==> src/rtl/asfdr_pkg.sv <==
// Shared types for the alternating shifted run-length decoder.
package asfdr_pkg;
    // Parser phase: reading the unary group prefix, or the binary tail.
    typedef enum logic {
        PH_PREFIX = 1'b0,
        PH_TAIL   = 1'b1
    } phase_t;
endpackage

==> src/rtl/asfdr_cw_parser.sv <==
// Codeword parser. Takes one accepted bit per strobe and tracks the
// prefix ones and the tail bits. On the last tail bit it raises load with
// the run length. Assumes MAX_GROUP >= 2 and that LEN_W holds 2^(MAX_GROUP+1)-2.
module asfdr_cw_parser
    import asfdr_pkg::*;
#(
    parameter int MAX_GROUP = 10,
    parameter int GRP_W     = 4,
    parameter int LEN_W     = 11
) (
    input  logic             clk,
    input  logic             rst_n,
    input  logic             take,
    input  logic             bit_in,
    output logic             load,
    output logic [LEN_W-1:0] run_len,
    output logic             err
);
    phase_t                 phase;
    logic [GRP_W-1:0]       ones;
    logic [GRP_W-1:0]       grp;
    logic [GRP_W-1:0]       left;
    logic [MAX_GROUP-1:0]   acc;
    logic [MAX_GROUP-1:0]   acc_next;
    logic [LEN_W-1:0]       base;

    // Length decode: shifted group base plus the tail value.
    always_comb begin
        acc_next = {acc[MAX_GROUP-2:0], bit_in};
        base     = (LEN_W'(1) << grp) - LEN_W'(1);
        run_len  = base + LEN_W'(acc_next);
        load     = take && (phase == PH_TAIL) && (left == GRP_W'(1));
    end

    // Prefix count, tail shift and overflow flag.
    always_ff @(posedge clk) begin
        if (!rst_n) begin
            phase <= PH_PREFIX;
            ones  <= '0;
            grp   <= GRP_W'(1);
            left  <= '0;
            acc   <= '0;
            err   <= 1'b0;
        end else if (take) begin
            case (phase)
                PH_PREFIX: begin
                    if (bit_in) begin
                        if (ones == GRP_W'(MAX_GROUP - 1))
                            err <= 1'b1;
                        else
                            ones <= ones + GRP_W'(1);
                    end else begin
                        grp   <= ones + GRP_W'(1);
                        left  <= ones + GRP_W'(1);
                        acc   <= '0;
                        phase <= PH_TAIL;
                    end
                end
                PH_TAIL: begin
                    acc  <= acc_next;
                    left <= left - GRP_W'(1);
                    if (left == GRP_W'(1)) begin
                        phase <= PH_PREFIX;
                        ones  <= '0;
                    end
                end
                default: phase <= PH_PREFIX;
            endcase
        end
    end
endmodule

==> src/rtl/asfdr_run_gen.sv <==
// Run generator. Loads a run length and holds shift enable for that many
// cycles with a constant bit. The bit value flips as each run ends, and
// the first run after reset is 0s. Assumes load arrives only while idle.
module asfdr_run_gen #(
    parameter int LEN_W = 11
) (
    input  logic             clk,
    input  logic             rst_n,
    input  logic             load,
    input  logic [LEN_W-1:0] run_len,
    output logic             busy,
    output logic             scan_en,
    output logic             scan_data
);
    logic [LEN_W-1:0] cnt;
    logic             pol;

    // Status from the down-counter.
    always_comb begin
        busy      = (cnt != '0);
        scan_en   = busy;
        scan_data = pol;
    end

    // Run countdown and polarity toggle on the final bit of each run.
    always_ff @(posedge clk) begin
        if (!rst_n) begin
            cnt <= '0;
            pol <= 1'b0;
        end else if (load) begin
            cnt <= run_len;
        end else if (busy) begin
            cnt <= cnt - LEN_W'(1);
            if (cnt == LEN_W'(1))
                pol <= ~pol;
        end
    end
endmodule

==> src/rtl/asfdr_decoder.sv <==
// Top of the decoder. Joins the tester handshake to the codeword parser
// and the parser to the run generator. The tester and scan sides share one
// clock, and a slow tester is seen as sparse valid cycles.
module asfdr_decoder
    import asfdr_pkg::*;
#(
    parameter int MAX_GROUP = 10
) (
    input  logic clk,
    input  logic rst_n,
    input  logic tst_valid,
    input  logic tst_bit,
    output logic tst_ready,
    output logic scan_en,
    output logic scan_data,
    output logic dec_err
);
    localparam int GRP_W = $clog2(MAX_GROUP + 1);
    localparam int LEN_W = MAX_GROUP + 1;

    logic             take;
    logic             load;
    logic             busy;
    logic [LEN_W-1:0] run_len;

    // Handshake: accept only while idle and error-free.
    always_comb begin
        tst_ready = !busy && !dec_err;
        take      = tst_valid && tst_ready;
    end

    asfdr_cw_parser #(
        .MAX_GROUP (MAX_GROUP),
        .GRP_W     (GRP_W),
        .LEN_W     (LEN_W)
    ) u_parse (
        .clk     (clk),
        .rst_n   (rst_n),
        .take    (take),
        .bit_in  (tst_bit),
        .load    (load),
        .run_len (run_len),
        .err     (dec_err)
    );

    asfdr_run_gen #(
        .LEN_W (LEN_W)
    ) u_run (
        .clk       (clk),
        .rst_n     (rst_n),
        .load      (load),
        .run_len   (run_len),
        .busy      (busy),
        .scan_en   (scan_en),
        .scan_data (scan_data)
    );
endmodule

==> config.mk <==
export PLATFORM = sky130hd
export DESIGN_NAME = asfdr_decoder
export DESIGN_NICKNAME = d
export VERILOG_FILES = /design/src/rtl/asfdr_pkg.sv /design/src/rtl/asfdr_cw_parser.sv /design/src/rtl/asfdr_run_gen.sv /design/src/rtl/asfdr_decoder.sv
export SDC_FILE = /design/constraint.sdc
export NUM_CORES = 1
export LEC_CHECK = 0
export BUFFER_PORTS_ARGS = -buffer_cell sky130_fd_sc_hd__buf_2
export CAP_MARGIN = 15
export CELL_PAD_IN_SITES_DETAIL_PLACEMENT = 1
export CELL_PAD_IN_SITES_GLOBAL_PLACEMENT = 2
export CORE_ASPECT_RATIO = 1.2
export CORE_MARGIN = 2
export CORE_UTILIZATION = 34
export DETAILED_ROUTE_END_ITERATION = 12
export GPL_TIMING_DRIVEN = 0
export PLACE_DENSITY = 0.81
export SLEW_MARGIN = 20
export SYNTH_ARGS = -nofsm -noshare
export SYNTH_HDL_FRONTEND = slang
export SYNTH_SLANG_ARGS = --single-unit
==> constraint.sdc <==
create_clock -name clk -period 2.3 [get_ports clk]
set_input_delay 0.69 -clock clk [delete_from_list [all_inputs] [get_ports clk]]
set_output_delay 0.69 -clock clk [all_outputs]
set_load 0.01 [all_outputs]
-- Word level (Yosys, flattened, before mapping)
Index checks and enable logic that the tools add are counted.
- register bits: 35
- bits of input ports: 4
- multiplexer cells: 13
- add/sub/neg operators: 5
- reduce and logical (&&, ||, !) cells: 13
- shift-type cells: 1
- equality and inequality tests: 7
- bitwise gates (word level): 4
- operators by type and width (operator ; number):
    2-to-1 mux 11 bit ; 2
    case mux 9 bit (2 select lines) ; 1
    2-to-1 mux 4 bit ; 4
    case mux 4 bit (2 select lines) ; 2
    adder 11 x 10 -> 11 bit ; 1
    equality test 11 x 1 -> 1 bit (second input constant) ; 1
    nonzero test 11 bit ; 1
    << shifter 1 x 4 -> 11 bit (first input constant) ; 1
    subtractor 11 x 1 -> 11 bit (second input constant) ; 1
    subtractor 11 x 2 -> 11 bit (second input constant) ; 1
    2-to-1 mux 9 bit ; 1
    != test 2 bit (second input constant) ; 4
    AND reduction 4 bit ; 2
    AND reduction 3 bit ; 2
    adder 4 x 1 -> 4 bit (second input constant) ; 1
    equality test 4 x 1 -> 1 bit (second input constant) ; 1
    equality test 4 bit (second input constant) ; 1
    logical AND 1 bit ; 4
    NOT 1 bit ; 4
    subtractor 4 x 1 -> 4 bit (second input constant) ; 1
    zero test 1 bit ; 2
    2-to-1 mux 1 bit ; 2
    case mux 1 bit (2 select lines) ; 1
    AND reduction 2 bit ; 1
    nonzero test 2 bit ; 1

-- Depth between registers and ports, before layout
Gate-level depths: netlist of run 1.
- word-level depth: 8
- depth in mapped cells: 11
- depth with buffers taken out: 11

-- Modules after synthesis
Synthesis of run 1 repeated with hierarchy kept, for this count alone.
- cells, all modules: 299
- area total of the unflattened synthesis: 2398.6 um^2
- modules (own cells, without submodules) (module ; seq. area each (um^2) ; instances ; area each (um^2) ; cells an instance):
    asfdr_cw_parser ; 460.4 ; 1 ; 1707.9 ; 216
    asfdr_run_gen ; 240.2 ; 1 ; 674.4 ; 81
    asfdr_decoder ; 0.0 ; 1 ; 16.3 ; 2

-- Worst setup path after synthesis of run 1
OpenSTA, ideal clock, no wires.
- kind: reg-to-reg
- from: reg u_parse.grp[0]
- to: reg u_run.cnt[7]
- stages on the path, launching flop included: 12
- data required time: 2.167 ns
- clock period less this slack: 2.561 ns
- path buffers: 0
- path slack: -0.261 ns
- arrival: 2.428 ns
- setup time: 0.133 ns
- cells stage by stage: dfxtp_1 > nor2b_1 > nand2_1 > ha_1 > inv_1 > ha_1 > fa_1 > a211oi_1 > o21bai_1 > a211o_1 > o211ai_1 > a21oi_1
- cells in the longest elaborated chain, start to end: 4
- ends and longest elaborated chain (what ; RTL line ; text):
    start: declaration ; asfdr_cw_parser.sv:21 ; logic [GRP_W-1:0] grp;
    start signal: assignment ; asfdr_cw_parser.sv:53 ; grp <= ones + GRP_W'(1);
    << shifter 1 x 4 -> 11 bit ; asfdr_cw_parser.sv:30 ; base = (LEN_W'(1) << grp) - LEN_W'(1);
    subtractor 11 x 2 -> 11 bit ; asfdr_cw_parser.sv:30 ;
    adder 11 x 10 -> 11 bit ; asfdr_cw_parser.sv:31 ; run_len = base + LEN_W'(acc_next);
    2-to-1 mux 11 bit ; asfdr_run_gen.sv:30 ; end else if (load) begin
    end signal: assignment ; asfdr_run_gen.sv:31 ; cnt <= run_len;
    end signal: assignment ; asfdr_run_gen.sv:33 ; cnt <= cnt - LEN_W'(1);
    end: declaration ; asfdr_run_gen.sv:15 ; logic [LEN_W-1:0] cnt;
Every way passes these cells.
A chain may end at the register's enable or synchronous reset.

-- Final worst setup path of run 1
Same ends and word-level chain as after synthesis.

==> impl_metrics.toml, run 1 <==
[die]
fp.dieH_um = 96.13
core_area_um2 = 6854
rows = 33
die_w_um = 80.78
start_util_pct = 35.09
io-pin-count = 8
die_area_um2 = 7765

[synth]
ys_seq_area_share_pct = 29.14
synthAdderAreaFrac_pct = 14.36
synth_xor_area_share_pct = 5.099
synth_seq_cells = 35
synth_mux_area_share_pct = 2.966
synth_ff_type = "dfxtp_1"
syn_nets = 325
synthArstFlopShare_pct = 0
synth_compound_area_share_pct = 16.86
ys.warnings.count = 0
synth_area_um2 = 2405
syn_inst = 294
synth_top_family_by_area = "simple AND/OR/NAND/NOR gates"
syn_avg_cell_area_um2 = 8.180
yosys.cell_types.count = 49
synthSimpleGateAreaFrac_pct = 24.45
synth_edf_count = 0

[sta]
maxSlewViolCount = 0
slew_headroom_pct = 60.50
finClkSkew_ps = 6.548
rsz0062_at_grt = "true"
tightest_slew_ps = 592.5
setup_viol_count_final = 4
whs_ps = 490.6
hold_violations = 0
setup_ws_ps = -113.7
min_period_over_period_pct = 104.9
period_needed_ps = 2414
max_freq_mhz = 414.3

[cts]
cts_root_buf = "clkbuf_8"
cts_num_sinks = 35
clk_path_buf_depth = 2
cts_max_level = 2
insertion_delay_ps = 280
cts-buffers-inserted = 5
clkTransAtPathRegs_ps = 70
cts_tree = "yes"

[place]
io_buffers = 7
pre_cts_ws_ps = -354.6
dp_hpwl_um = 4648
gp_congestion = 0.7266
placed_cell_area_um2 = 2580

[layout]
drive_above_1_share_pct = 22.49
area_delta_synth_final_pct = 24.19
fin_nets = 359
num_antenna_cells = 0
postLayoutCellArea_um2 = 2987

[power]
vdd_ir_drop_max_mv = 0.5145
leakagePower_nw = 1.172
power.density_nw_per_um2 = 1108

[critical_path]
cp_data_required_time_ps = 2450
path_class = "register to register"
r2r_start = "u_parse.grp[0]"
crit_arrival_ps = 2560
worstReg2RegEnd = "u_run.cnt[7]"
start_kind = "register"
endpoint_kind = "register"
reg2regPathDepth = 11
path_max_fanout = 6
ff2ff_setup_slack_ps = -110

[worst_hold_path]
hp-start = "u_parse.left[3]"
hold-path-endpoint = "u_parse.left[3]"
hold_depth = 2
hp-class = "register to register"

[run]
drv_cap = 0

[routing]
avgViaCountPerCell = 5.077
first_pass_iters = 4
drtIter0Drc = 55
ant_nets = 0
vias = 2112
avgRoutedWirePerCell_um = 15.13
drcViolationCount = 0
routed_wl_um = 6295

[global_routing]
grt_usage_pct = 16.88
grt_max_degree = 11
gr-total-overflow = 0
grt_antenna_before_repair = 0
grt_pass1_vias = 2051
grt_pass1_wl_um = 10040

[run_status]
status = "finished, violations left"
violations = "negative setup slack"
-- cell families (layout without fill, tap and decap cells) --
| logic type | after synthesis | count (layout) |
|---|---|---|
| adder cells (fa/ha/maj) | 27 | 27 |
| AO/OA/AOI/OAI | 61 | 61 |
| XOR/XNOR | 14 | 14 |
| AND/OR/NAND/NOR | 107 | 107 |
| buffers and inverters | 43 | 78 |
| flip-flops | 35 | 35 |
| multiplexers | 7 | 7 |
-- metrics by stage --
step                power, mW  std cells  TNS, ps  utilization (%)
global route            3.572        416   -972.3            43.57
floorplan               1.973        294        0                -
finish                  3.309        416   -251.2            43.57
detailed placement      2.309        388    -2065            37.64
CTS                     2.994        403   -271.1            41.22
global placement        2.282        388    -1773            37.64
-- layer usage --
metal	track usage [%]	wire length (µm)	up-vias
li1	-	-	1096
met1	19.17	2651	999
met2	33.19	3490	13
met3	1.970	103	4
met4	3.814	50	0
met5	0	0	-
-- sequential cells by signal, summed over array words and instances (netlist names) --
| signal | cells |
|---|---|
| u_parse.acc | 9 |
| u_parse.err | 1 |
| u_parse.grp | 4 |
| u_parse.left | 4 |
| u_parse.ones | 4 |
| u_parse.phase | 1 |
| u_run.cnt | 11 |
| u_run.scan_data | 1 |
-- layout by cell type, fill, tap and decap left out, types with 4 or more instances in the layout --
master,instances
nor2_1,37
inv_1,31
dfxtp_1,29
ha_1,21
buf_4,18
nand2_1,15
a21oi_1,15
a22oi_1,12
nor3_1,9
buf_2,8
nand3_1,7
xor2_1,7
xnor2_1,7
mux2i_1,6
o21ai_0,6
clkbuf_1,5
o211ai_1,5
ha_4,5
clkbuf_8,5
nor2b_1,4
dfxtp_4,4
-- power breakdown --
part           switching (mW)  internal [mW]  total (mW)
Clock                   0.230          0.213       0.443
Sequential              0.140          0.722       0.863
Combinational           0.978           1.03        2.00
-- cell usage after synthesis (2+ instances only) --
master    instances  area [µm²]
a211o_1           2       17.52
a211oi_1          5       37.54
a21o_1            2       15.01
a21oi_1          17       85.08
a22oi_1          12       90.09
and2_1            2       12.51
buf_2             2       10.01
clkbuf_1          4       15.01
dfxtp_1          35       700.7
ha_1             26       325.3
inv_1            35       131.4
mux2i_1           6       60.06
nand2_1          15       56.30
nand2b_1          3       18.77
nand3_1           7       35.03
nand3b_1          3       22.52
nand4_1           2       12.51
nand4b_1          2       17.52
nor2_1           40       150.1
nor2b_1           6       37.54
nor3_1           10       50.05
nor4_1            2       12.51
nor4_4            2       42.54
o211ai_1          5       37.54
o21ai_0           8       40.04
o21bai_1          4       30.03
or3_1             3       18.77
xnor2_1           7       61.31
xor2_1            7       61.31
-- what timing repair did --
action                     4_1_cts  5_1_grt
hold buffers                     0        0
setup endpoints to repair       18        8
gates resized for setup         28       14
buffers inserted                 7       12
pin swaps                        8       13
gates cloned                     0        1
-- critical path, stage by stage (launching register included) --
cell      delay (ps)
dfxtp_4          380
nor2b_4          150
nand2_1           60
ha_1             280
inv_2             50
ha_4             150
fa_2             360
a211oi_2         230
o21bai_1         120
a211o_1          270
o211ai_1         120
a21oi_1           90
-- final cells by class --
class / count / area, µm²
sequential: 35 / 718.2
fill: 853 / 3867
multi-input combinational: 216 / 1680
tap: 87 / 108.9
clock inverter: 1 / 5.005
timing repair buffer: 27 / 212.7
inverter: 36 / 137.6
clock buffer: 7 / 76.32
buffer: 7 / 47.55
-- worst max-delay path by stage --
stage / from / endpoint / slack [ps] / depth (start not counted)
floorplan: tst_bit / u_run.cnt[7] / 30 / 10
global placement: tst_bit / u_run.cnt[7] / -340 / 11
detailed placement: tst_bit / u_run.cnt[7] / -350 / 11
CTS: u_parse.grp[0] / u_run.cnt[7] / -180 / 11
global route: u_parse.grp[0] / u_run.cnt[7] / -260 / 11
finish: u_parse.grp[0] / u_run.cnt[7] / -110 / 11
No activity file was read; power rests on OpenSTA's default activity.
==> run 2, diff against run 1 <==
Settings changed: CORE_ASPECT_RATIO 1.2 to not set.
==> run 2 against run 1 <==
Effect of this change: the run still ends with negative setup slack left; clock-buffer cell count down 1; sequential cell count did not move; combinational power is 9% lower; cell area up 0.50%; cell count is 1.2% higher; non-clock buffer count fell by 4; highest routed layer unchanged; first-iteration DRC count fell by 29%.
==> impl_metrics.toml, run 2 (synthesis gave the netlist of run 1 again) <==
[place]
pre_cts_ws_ps = -364.2
gp_congestion = 0.7853
io_buffers = 7
dp_hpwl_um = 4641
dp_cells = 397
placed_cell_area_um2 = 2591

[routing]
avgViaCountPerCell = 5.067
routed_wl_um = 6381
ant_nets = 0
drcViolationCount = 0
drtIter0Drc = 39
vias = 2133
first_pass_iters = 4
avgRoutedWirePerCell_um = 15.16

[die]
core_area_um2 = 6832
die_area_um2 = 7762
io-pin-count = 8
die_w_um = 88.10
start_util_pct = 35.20
rows = 30
fp.dieH_um = 88.10

[critical_path]
worstReg2RegEnd = "u_run.cnt[7]"
path_max_fanout = 4
crit_path_frequent_cell = "ha_4"
cp_data_required_time_ps = 2440
cp_slowest_cell = "dfxtp_4"
endpoint_kind = "register"
start_kind = "register"
crit_arrival_ps = 2580
path_buf_inv = 1
path_class = "register to register"
max_stage_delay_ps = 380
reg2regPathDepth = 11
r2r_start = "u_parse.grp[0]"
cp_cell_sequence = "nor2b_4, nand2_2, ha_4, inv_2, ha_4, fa_2, a211oi_2, o21bai_1, a211o_1, o211ai_1, a21oi_1"
crit_family = "compound AO/OA/AOI/OAI gates"
ff2ff_setup_slack_ps = -130

[layout]
area_delta_synth_final_pct = 24.82
drive_above_1_share_pct = 22.77
fin_nets = 355
reg_top3 = "u_run.cnt x11, u_parse.acc x9"
final_cell_count_no_fill = 421
final_common_cell = "nor2_1"
largest_reg_flops = 11
mostFrequentLayoutCells = "38 x nor2_1, 32 x inv_1, 29 x dfxtp_1"
num_antenna_cells = 0
n_fill_cell = 828
postLayoutCellArea_um2 = 3002
largest_register = "u_run.cnt"
fin_util_pct = 43.94

[global_routing]
grt_pass1_wl_um = 10400
grt_pass1_vias = 2204
grt_max_degree = 12
grt_antenna_before_repair = 0
grt_usage_pct = 17.34
gr-total-overflow = 0

[cts]
cts_hold_buf = 0
clkTransAtPathRegs_ps = 80
cts_root_buf = "clkbuf_8"
cts-buffers-inserted = 5
cts_num_sinks = 35
clk_path_buf_depth = 2
cts_max_level = 2
insertion_delay_ps = 290
cts_tree = "yes"

[sta]
max_freq_mhz = 411.0
rsz0062_at_grt = "true"
tightest_slew_ps = 618.6
period_needed_ps = 2433
setup_viol_count_final = 5
finClkSkew_ps = 10.20
maxSlewViolCount = 0
fin_tns_setup_ps = -268.4
whs_ps = 501.8
hold_violations = 0
min_period_over_period_pct = 105.8
setup_ws_ps = -133.1
slew_headroom_pct = 58.76

[run]
drv_cap = 0

[power]
power.density_nw_per_um2 = 1097
leakagePower_nw = 1.161
total_power_mw = 3.293
pwr-share-comb_pct = 55.7
swShare_pct = 40.04
clkPwrFrac_pct = 17.7
p_int_mw = 1.974
p_seq_share_pct = 26.6
power_switching_mw = 1.318
vdd_ir_drop_max_mv = 0.3131

[run_status]
violations = "negative setup slack"
status = "finished, violations left"

[worst_hold_path]
hp-class = "register to register"
hold-path-endpoint = "u_parse.left[2]"
hold_depth = 2
hp-start = "u_parse.left[2]"
==> run 2: worst max path at each step <==
stage,startpoint,end,slack (ps),cells past startpoint
after floorplan,tst_bit,u_run.cnt[7],30,10
after CTS,u_parse.grp[3],u_run.cnt[7],-150,10
after global placement,tst_bit,u_run.cnt[7],-330,11
final,u_parse.grp[0],u_run.cnt[7],-130,11
after detailed placement,tst_bit,u_run.cnt[7],-360,11
after global routing,u_parse.grp[0],u_run.cnt[7],-240,11
==> run 2: per-layer routing <==
| layer | wire length, µm | GRT usage (%) |
|---|---|---|
| met1 | 2863 | 19.98 |
| met2 | 3344 | 32.44 |
| met3 | 96 | 3.110 |
| met4 | 76 | 5.234 |
| met5 | 0 | 0 |
==> run 2: worst reg2reg max path, delay by kind of cell (launching register included) <==
family / cells / cell delay [ps]
AND/OR/NAND/NOR: 2 / 240
adder cells (fa/ha/maj): 3 / 770
buffers and inverters: 1 / 40
AO/OA/AOI/OAI: 5 / 850
flip-flops: 1 / 380
==> run 2: power by group through the flow <==
stage                     clock network [mW]  registers (mW)  logic [mW]
after global placement                     0           0.850        1.43
after detailed placement                   0           0.857        1.46
after global routing                   0.627           0.889        2.01
after CTS                              0.598           0.863        1.72
after floorplan                            0           0.828        1.15
final                                  0.584           0.874        1.83
==> run 2: final cells by class <==
| cell class | count | area [µm²] | share of cell area (%) |
|---|---|---|---|
| Multi-Input combinational cell | 216 | 1700 | 56.65 |
| Clock buffer | 6 | 82.58 | 2.751 |
| Clock inverter | 2 | 35.03 | 1.167 |
| Inverter | 36 | 140.1 | 4.669 |
| Tap cell | 96 | 120.1 | 4.002 |
| Buffer | 7 | 47.55 | 1.584 |
| Timing Repair Buffer | 23 | 155.1 | 5.169 |
| Sequential cell | 35 | 720.7 | 24.01 |
==> run 2: what timing repair did <==
| item | CTS | global route |
|---|---|---|
| buffers inserted | 11 | 5 |
| pin swaps | 8 | 6 |
| resized for setup | 30 | 12 |
| endpoints found under the setup margin | 17 | 8 |
==> run 3, diff against run 2 <==
Settings changed: CORE_UTILIZATION 34 to 38, PLACE_DENSITY 0.81 to not set, PLACE_DENSITY_LB_ADDON set to 0.08.
Clock period 2.3 ns to 2.79 ns, I/O delays scaled along.
==> run 3 against run 2 <==
Effect of this change: the run now ends clean; power shrank 28%; cell count down 8.1%; combinational power is 31% lower; sequential share of layout area rose by 2.0 points; critical path depth unchanged; first-iteration DRC count up 77%; routed wire length fell by 7.6%; global-route usage up 0.55 points; utilization rose by 0.77 points; critical path type unchanged; largest power group unchanged.
==> impl_metrics.toml, run 3 (synthesis gave the netlist of run 1 again) <==
[run_status]
status = "finished clean"

[die]
rows = 28
io-pin-count = 8
core_area_um2 = 6026
fp.dieH_um = 83.55
die_w_um = 83.55
die_area_um2 = 6981
start_util_pct = 39.91

[cts]
cts_root_buf = "clkbuf_8"
insertion_delay_ps = 280
clkTransAtPathRegs_ps = 70
cts-buffers-inserted = 5
cts_max_level = 2
cts_tree = "yes"
clk_path_buf_depth = 2
cts_num_sinks = 35

[routing]
first_pass_iters = 4
drcViolationCount = 0
vias = 2032
avgViaCountPerCell = 5.251
routed_wl_um = 5894
avgRoutedWirePerCell_um = 15.23
drtIter0Drc = 69
ant_nets = 0

[layout]
fin_util_pct = 44.71
final_common_cell = "nor2_1"
reg_top3 = "u_run.cnt x11, u_parse.acc x9"
num_antenna_cells = 0
area_delta_synth_final_pct = 12.02
fin_nets = 342
final_cell_count_no_fill = 387
drive_above_1_share_pct = 11.22
mostFrequentLayoutCells = "39 x nor2_1, 35 x inv_1, 34 x dfxtp_1"
postLayoutCellArea_um2 = 2694
largest_reg_flops = 11
largest_register = "u_run.cnt"

[critical_path]
start_kind = "register"
cp_cell_sequence = "nor2b_4, nand2_1, ha_1, inv_1, ha_1, fa_2, a211oi_2, o21bai_1, a211o_1, o211ai_1, a21oi_1"
reg2regPathDepth = 11
worstReg2RegEnd = "u_run.cnt[7]"
max_stage_delay_ps = 390
crit_path_end = "u_run.cnt[7]"
endpoint_kind = "register"
crit_path_start = "u_parse.grp[0]"
r2r_start = "u_parse.grp[0]"
ff2ff_setup_slack_ps = 190
path_max_fanout = 6
path_class = "register to register"
cp_data_required_time_ps = 2940
cp_slowest_cell = "fa_2"
crit_path_frequent_cell = "ha_1"
crit_arrival_ps = 2750

[sta]
max_freq_mhz = 384.8
setup_viol_count_final = 0
maxSlewViolCount = 0
finClkSkew_ps = 4.015
whs_ps = 496.9
slew_headroom_pct = 55.91
hold_violations = 0
tightest_slew_ps = 656.3
period_needed_ps = 2599
min_period_over_period_pct = 93.15

[run]
drv_cap = 0

[power]
p_int_mw = 1.391
pwr-share-comb_pct = 53.5
swShare_pct = 41.36
leakagePower_nw = 1.076
power_switching_mw = 0.9810
total_power_mw = 2.372
clkPwrFrac_pct = 17.1
p_seq_share_pct = 29.4
power.density_nw_per_um2 = 880.5
vdd_ir_drop_max_mv = 0.3899

[global_routing]
grt_max_degree = 20
grt_usage_pct = 17.89
gr-total-overflow = 0
grt_pass1_wl_um = 10070
grt_antenna_before_repair = 0
grt_pass1_vias = 2033

[place]
placed_cell_area_um2 = 2534
io_buffers = 7
gp_congestion = 0.7942
dp_cells = 376
dp_hpwl_um = 4615

[worst_hold_path]
hold_depth = 2
hp-class = "register to register"
[run 3: power groups by stage]
stage                     sequential [mW]  combinational (mW)  clock, mW
after floorplan                     0.680               0.924          0
after global placement              0.697                1.17          0
after detailed placement            0.701                1.19          0
after CTS                           0.696                1.21      0.427
after global routing                0.716                1.44      0.443
final                               0.697                1.27      0.406
[run 3: metrics by stage]
stage	TNS, ps	worst slack [ps]
2_1_floorplan	0	174.7
5_1_grt	-19.17	-13.62
3_5_place_dp	-360.6	-247.2
6_report	0	191.0
3_3_place_gp	-368.9	-242.5
4_1_cts	0	14.78
[run 3: worst max-delay path, delay by kind of cell, from the launching register on]
kind | cells | cell delay [ps]
AO/OA/AOI/OAI | 5 | 870
adder cells (fa/ha/maj) | 3 | 900
buffers and inverters | 1 | 40
flip-flops | 1 | 380
AND/OR/NAND/NOR | 2 | 280
[run 3: worst min path at each step]
stage                          startpoint              end  slack (ps)
after floorplan           u_parse.left[3]  u_parse.left[3]         460
after global placement    u_parse.left[3]  u_parse.left[3]         480
after detailed placement  u_parse.left[2]  u_parse.left[2]         500
after CTS                 u_parse.left[2]  u_parse.left[2]         510
after global routing      u_parse.left[3]  u_parse.left[3]         530
final                     u_parse.left[3]  u_parse.left[3]         500
[run 3: layout make-up]
type / count / area (µm²)
timing repair buffer: 11 / 65.06
buffer: 6 / 32.53
fill: 740 / 3332
clock buffer: 8 / 100.1
inverter: 36 / 135.1
tap: 75 / 93.84
sequential: 35 / 701.9
multi-input combinational: 216 / 1565
[run 3: repair_timing]
item / CTS / global route
endpoints found under the setup margin: 4 / 6
hold endpoints to repair: 0 / 0
pin swaps: 0 / 1
hold buffers: 0 / 0
gates resized for setup: 6 / 4
setup buffers: 0 / 4
[run 3: metal layers]
layer	part of all wire [%]	wire, µm	vias up	track usage (%)
li1	-	-	1057	-
met1	50	2923	953	23.63
met2	47	2756	12	30.13
met3	2.0	116	10	3.264
met4	1.6	97	0	4.545
met5	0	0	-	0
